## src/rtl/irpw_pkg.sv

```systemverilog
package irpw_pkg;

  typedef enum logic [1:0] {
    SYM_ZERO  = 2'b00,
    SYM_ONE   = 2'b01,
    SYM_START = 2'b10,
    SYM_NONE  = 2'b11
  } irpw_sym_e;

  // Window indices, ordered by rising priority.
  localparam int unsigned WIN_ZERO  = 0;
  localparam int unsigned WIN_ONE   = 1;
  localparam int unsigned WIN_START = 2;
  localparam int unsigned WIN_COUNT = 3;

  // Open interval test: both bounds excluded.
  function automatic logic in_window(logic [31:0] d, logic [31:0] lo, logic [31:0] hi);
    return (d > lo) && (d < hi);
  endfunction

  // Saturating increment at the all-ones value of a W-bit counter.
  function automatic logic [31:0] sat_next(logic [31:0] cur, logic [31:0] maxv);
    return (cur >= maxv) ? maxv : cur + 32'd1;
  endfunction

  // Hit vector to symbol, start > one > zero.
  function automatic irpw_sym_e pick_symbol(logic [WIN_COUNT-1:0] hit);
    if (hit[WIN_START]) return SYM_START;
    if (hit[WIN_ONE])   return SYM_ONE;
    if (hit[WIN_ZERO])  return SYM_ZERO;
    return SYM_NONE;
  endfunction

endpackage

```

## src/rtl/irpw_sync.sv

```systemverilog
module irpw_sync (
  input  logic clk,
  input  logic rst_n,
  input  logic din,
  output logic level,
  output logic rise,
  output logic fall
);

  logic meta_q;
  logic sync_q;
  logic last_q;

  always_ff @(posedge clk or negedge rst_n) begin
    if (!rst_n) begin
      meta_q <= 1'b0;
      sync_q <= 1'b0;
      last_q <= 1'b0;
    end else begin
      meta_q <= din;
      sync_q <= meta_q;
      last_q <= sync_q;
    end
  end

  assign level = sync_q;
  assign rise  = sync_q & ~last_q;
  assign fall  = ~sync_q & last_q;

endmodule

```

## src/rtl/irpw_timer.sv

```systemverilog
module irpw_timer #(
  parameter int unsigned W = 8
) (
  input  logic         clk,
  input  logic         rst_n,
  input  logic         level,
  input  logic         rise,
  input  logic         fall,
  output logic [W-1:0] cnt,
  output logic [W-1:0] dur,
  output logic         cap_stb
);

  import irpw_pkg::*;

  localparam logic [31:0] CNT_MAX = 32'((64'd1 << W) - 64'd1);

  logic [31:0] cnt_ext;
  logic [31:0] cnt_inc;

  assign cnt_ext = 32'(cnt);
  assign cnt_inc = sat_next(cnt_ext, CNT_MAX);

  always_ff @(posedge clk or negedge rst_n) begin
    if (!rst_n) begin
      cnt <= '0;
    end else if (rise) begin
      cnt <= W'(1);
    end else if (fall) begin
      cnt <= '0;
    end else if (level) begin
      cnt <= cnt_inc[W-1:0];
    end
  end

  always_ff @(posedge clk or negedge rst_n) begin
    if (!rst_n) begin
      dur     <= '0;
      cap_stb <= 1'b0;
    end else begin
      cap_stb <= fall;
      if (fall) dur <= cnt;
    end
  end

endmodule

```

## src/rtl/irpw_window.sv

```systemverilog
module irpw_window #(
  parameter int unsigned W  = 8,
  parameter int unsigned LO = 0,
  parameter int unsigned HI = 1
) (
  input  logic [W-1:0] dur,
  output logic         hit
);

  import irpw_pkg::*;

  assign hit = in_window(32'(dur), 32'(LO), 32'(HI));

endmodule

```

## src/rtl/irpw_classifier.sv

```systemverilog
module irpw_classifier #(
  parameter int unsigned CNT_W    = 8,
  parameter int unsigned ZERO_LO  = 2,
  parameter int unsigned ZERO_HI  = 8,
  parameter int unsigned ONE_LO   = 9,
  parameter int unsigned ONE_HI   = 20,
  parameter int unsigned START_LO = 30,
  parameter int unsigned START_HI = 60
) (
  input  logic             clk,
  input  logic             rst_n,
  input  logic             ir_in,
  output logic             sym_valid,
  output logic             sym_err,
  output logic [1:0]       sym_code,
  output logic [CNT_W-1:0] dur_q
);

  import irpw_pkg::*;

  // Named internal events, also seen by the bound checker.
  logic                 lvl;
  logic                 rise_ev;
  logic                 fall_ev;
  logic [CNT_W-1:0]     run_cnt;
  logic [CNT_W-1:0]     cap_dur;
  logic                 cap_ev;
  logic [WIN_COUNT-1:0] win_hit;
  irpw_sym_e            sym_next;

  irpw_sync u_sync (
    .clk   (clk),
    .rst_n (rst_n),
    .din   (ir_in),
    .level (lvl),
    .rise  (rise_ev),
    .fall  (fall_ev)
  );

  irpw_timer #(.W(CNT_W)) u_timer (
    .clk     (clk),
    .rst_n   (rst_n),
    .level   (lvl),
    .rise    (rise_ev),
    .fall    (fall_ev),
    .cnt     (run_cnt),
    .dur     (cap_dur),
    .cap_stb (cap_ev)
  );

  for (genvar g = 0; g < WIN_COUNT; g++) begin : g_win
    localparam int unsigned LO = (g == WIN_ZERO) ? ZERO_LO :
                                 (g == WIN_ONE)  ? ONE_LO  : START_LO;
    localparam int unsigned HI = (g == WIN_ZERO) ? ZERO_HI :
                                 (g == WIN_ONE)  ? ONE_HI  : START_HI;
    irpw_window #(.W(CNT_W), .LO(LO), .HI(HI)) u_win (
      .dur (cap_dur),
      .hit (win_hit[g])
    );
  end

  assign sym_next = pick_symbol(win_hit);

  always_ff @(posedge clk or negedge rst_n) begin
    if (!rst_n) begin
      sym_valid <= 1'b0;
      sym_err   <= 1'b0;
      sym_code  <= SYM_ZERO;
    end else begin
      sym_valid <= cap_ev & (sym_next != SYM_NONE);
      sym_err   <= cap_ev & (sym_next == SYM_NONE);
      if (cap_ev) sym_code <= sym_next;
    end
  end

  assign dur_q = cap_dur;

endmodule

```

## config.mk

```make
export PLATFORM = sky130hd
export DESIGN_NAME = irpw_classifier
export DESIGN_NICKNAME = d
export VERILOG_FILES = /design/src/rtl/irpw_pkg.sv /design/src/rtl/irpw_sync.sv /design/src/rtl/irpw_timer.sv /design/src/rtl/irpw_window.sv /design/src/rtl/irpw_classifier.sv
export SDC_FILE = /design/constraint.sdc
export NUM_CORES = 1
export LEC_CHECK = 0
export ABC_CLOCK_PERIOD_IN_PS = 1800
export CAP_MARGIN = 0
export CORE_MARGIN = 2
export CORE_UTILIZATION = 53
export CTS_CLUSTER_DIAMETER = 80
export DETAILED_ROUTE_END_ITERATION = 6
export PLACE_DENSITY = 0.75
export SLEW_MARGIN = 20
export SYNTH_ARGS = -nofsm -noshare
export SYNTH_HDL_FRONTEND = slang
export SYNTH_HIERARCHICAL = 1
export SYNTH_SLANG_ARGS = --single-unit
```

## constraint.sdc

```tcl
create_clock -name clk -period 1.8 [get_ports clk]
set_input_delay 0.27 -clock clk [delete_from_list [all_inputs] [get_ports clk]]
set_output_delay 0.27 -clock clk [all_outputs]
set_load 0.01 [all_outputs]
```

==> metrics.md <==
| Metric | Value |
|---|---|
| Fmax achieved | 604 MHz |
| Initial Util | 0.577 |
| Reg2Reg Setup Slack | around 0.14 ns |
| Launch point of the worst path | u_timer/cnt[0] |
| CP Data Arrival Time | 1.86 ns |
| Critical Path Sink Type | flip-flop |
| Status | finished, final reports clean |
| WHS | 0.301 ns |
| CTS buffer count | 3 |
| Total congestion overflow | 0 |
| Global Route Usage Sum | 0.202 |
| Hold crit path type | input port to asynchronous set/reset pin |
| WP data required | 2.01 ns |
| Sequential element share of the synthesized area | 0.514 |
| Fraction of registers with async set/reset | 1.00 |
| # diodes | 0 |
| Final Max Slew Viols | 0 |
| Final hold vios | 0 |
| Finish-stage setup viols | 0 |
| Synth unique cells | 37 |
| Post-Synth XOR/XNOR Area | 0 |
| Synth Area in Compound Gates | 0.139 |
| Mapped Area | ~1200 um^2 |
| CP max stage delay | 0.47 ns |
| Synth area leader | dfrtp_1 |
| Leading cell type in the layout, fill and taps excluded | dfrtp_1 |
| Max-cap viol count | 0 |
| WL/cell | 16.4 um |
| Global-route wire length before repair | 3860 um |
| Post-Syn Nets | around 100 |
| Largest net degree at the start of global routing | 25 |
| Slew HR | 0.687 |
| CTS tree | yes |
| Clock Tree Root | clkbuf_4 |
| Post-Synth Simple-Gate Area | 0.211 |
| Detail Route Antenna Nets | 0 |
| Synth top area share | 0.514 |
| CTS H-tree lvls | 1 |
| I/O Pins | 15 |
| Routed WL | 2330 um |
| Fillers | 157 |
| Layout cells sized above 1 | 0.217 |
| Final net count | 121 |
| Worst flop-to-flop path startpoint | u_timer/cnt[0] |
| Worst path cell trace | ha_1 -> and4_4 -> and4b_1 -> a2111oi_2 |
| R2r worst-path depth | 4 |
| Yosys reg bits | 24 |
| Cells after Synth | 97 |
| Top post-synthesis cells by area | dfrtp_1, mux2_2, buf_6 |
| Hold buffer count at cts | 0 |
| Final clock skew | approximately 0.0077 ns |
| Proportion of synthesized area in mux cells | 0.0772 |
| Main combinational cell family by area after synthesis | simple AND/OR/NAND/NOR gates |
| Clock slew at reported path FFs | around 0.12 ns |
| Tmin final | 1.66 ns |
| Detailed placement HPWL | between 1500 and 2000 um |
| Post_cts resized | 0 |
| Worst Path Max Fanout | 8 |
| Die Area | 2590 um^2 |
| Routed vias | about 850 |
| Crit-path slowest cell | dfrtp_1 |
| Max VDD drop | 0.574 mV |
| Most frequent cells in the layout | dfrtp_1, clkdlybuf4s50_1, mux2_2 |
| Vias in the first global route | 818 |
| Core area | 2020 um^2 |
| Fin crit share | 0.920 |
| FP Rows | 16 |
| Area Growth Syn to Fin | 16.9% |
| Power per cell area | 769 nW/um^2 |
| Setup TNS | 0 ns |
| Starting DRT DRC Count | 20 |
| DR DRC count | 0 |
| CTS Sinks | 24 |
| Initial DRT Pass Iterations | 4 |
| Synth Area in Adders | 0.0107 |
| Port-buffer cells | 14 |
| Worst Tran Pin Value | about 0.47 ns |
| RSZ-0062 raised after global routing | no |
| Routability cong. | 0.815 |
| Maximum clock path buffer count | 2 |
| RR Endpoint | u_timer/cnt[6] |
| Clk_lat worst skew | 0.31 ns |
| EDFF count, synth | 0 |
| Post-CTS setup buffers | 0 |
| Die H | 50.9 um |
| Synth Warn # | 6 |
| Initial antenna violation count | 0 |
| Synth Area per Inst | 12.0 um^2 |
| Critical Path Sink | u_timer/cnt[6] |
| Crit start category | flip-flop |
| Top_reg_cell synth | dfrtp_1 |
| Vias per inst | approximately 6.0 |
| Pleak | 0.587 nW |
| Die Wd | 50.9 um |
| CP Class | flip-flop to flip-flop |
## how the worst min path moves through the flow
stage	to	cells past startpoint	slack [ns]
after CTS	u_timer/cnt[2]	2	0.30
after detailed placement	u_sync/level	0	0.35
after global routing	u_timer/cnt[2]	2	0.33
final	u_timer/cnt[2]	2	0.30
after global placement	u_sync/level	0	0.34
after floorplan	sym_code[0]	0	-0.03
## routing by layer
| layer | global-route usage | wire, um | vias to the layer above |
|---|---|---|---|
| met2 | 0.325 | 1090 | 23 |
| met5 | 0 | 0 | - |
| met1 | 0.282 | 1130 | 417 |
| met4 | 0.0676 | 21 | 0 |
| li1 | - | - | 407 |
| met3 | 0.0292 | 91 | 2 |
## synthesized netlist by cell type, types with 2 or more instances
master and number:
dfrtp_1 24, mux2_2 8, nand4_1 5, nor2_1 4, nor2b_1 4, a21oi_1 3, buf_6 3, inv_1 3
nand2_1 3, nand3_1 3, o21ai_0 3, a31oi_1 2, a32o_1 2, and2_1 2, and3b_1 2, nand2b_1 2
nor3_2 2, o22ai_1 2, o32ai_1 2
## cell type report
cell class	instances	area, um^2	share of cell area
clock buffer	3	22.5	0.0165
timing repair buffer	20	185	0.136
inverter	3	11.3	0.00825
tap	27	33.8	0.0247
sequential	24	601	0.440
multi-input combinational	65	512	0.375
## worst max-delay path, delay by kind of cell, from the launching register on
| family | cells | cell delay [ns] |
|---|---|---|
| flops | 1 | 0.47 |
| simple gates | 2 | 0.42 |
| compound gates | 1 | 0.36 |
| fa+ha+maj | 1 | 0.29 |
## kinds of logic (layout without fill, tap and decap cells)
family / count (synthesis) / after routing
flip-flops: 24 / 24
AO/OA/AOI/OAI: 21 / 21
AND/OR/NAND/NOR: 35 / 35
multiplexers: 8 / 8
adder cells (fa/ha/maj): 1 / 1
buffers and inverters: 8 / 26
## per-stage QoR
| stage | cell area, um^2 | setup slack, ns | utilization | cells | total power, W |
|---|---|---|---|---|---|
| 2_1_floorplan | 1170 | 0.274 | - | 97 | 0.000734 |
| 3_3_place_gp | 1340 | 0.261 | 0.664 | 139 | 0.000828 |
| 3_5_place_dp | 1340 | 0.173 | 0.664 | 139 | 0.000838 |
| 4_1_cts | 1370 | 0.146 | 0.675 | 142 | 0.00106 |
| 5_1_grt | 1370 | 0.0771 | 0.675 | 142 | 0.00110 |
| 6_report | 1370 | 0.144 | 0.675 | 142 | 0.00105 |
## report_power, final
group	switching [W]	internal (W)	total (W)
sequential	0.0000425	0.000579	0.000621
combinational	0.0000912	0.000112	0.000204
clock	0.000147	0.0000783	0.000225
## registers in the layout (all words and copies together) (netlist names)
signal / cells
u_sync/meta_q: 1
sym_err: 1
sym_valid: 1
u_sync/last_q: 1
u_timer/cap_stb: 1
sym_code: 2
u_timer/dur: 8
u_timer/cnt: 8
u_sync/level: 1
No activity file was read; power rests on OpenSTA's default activity.
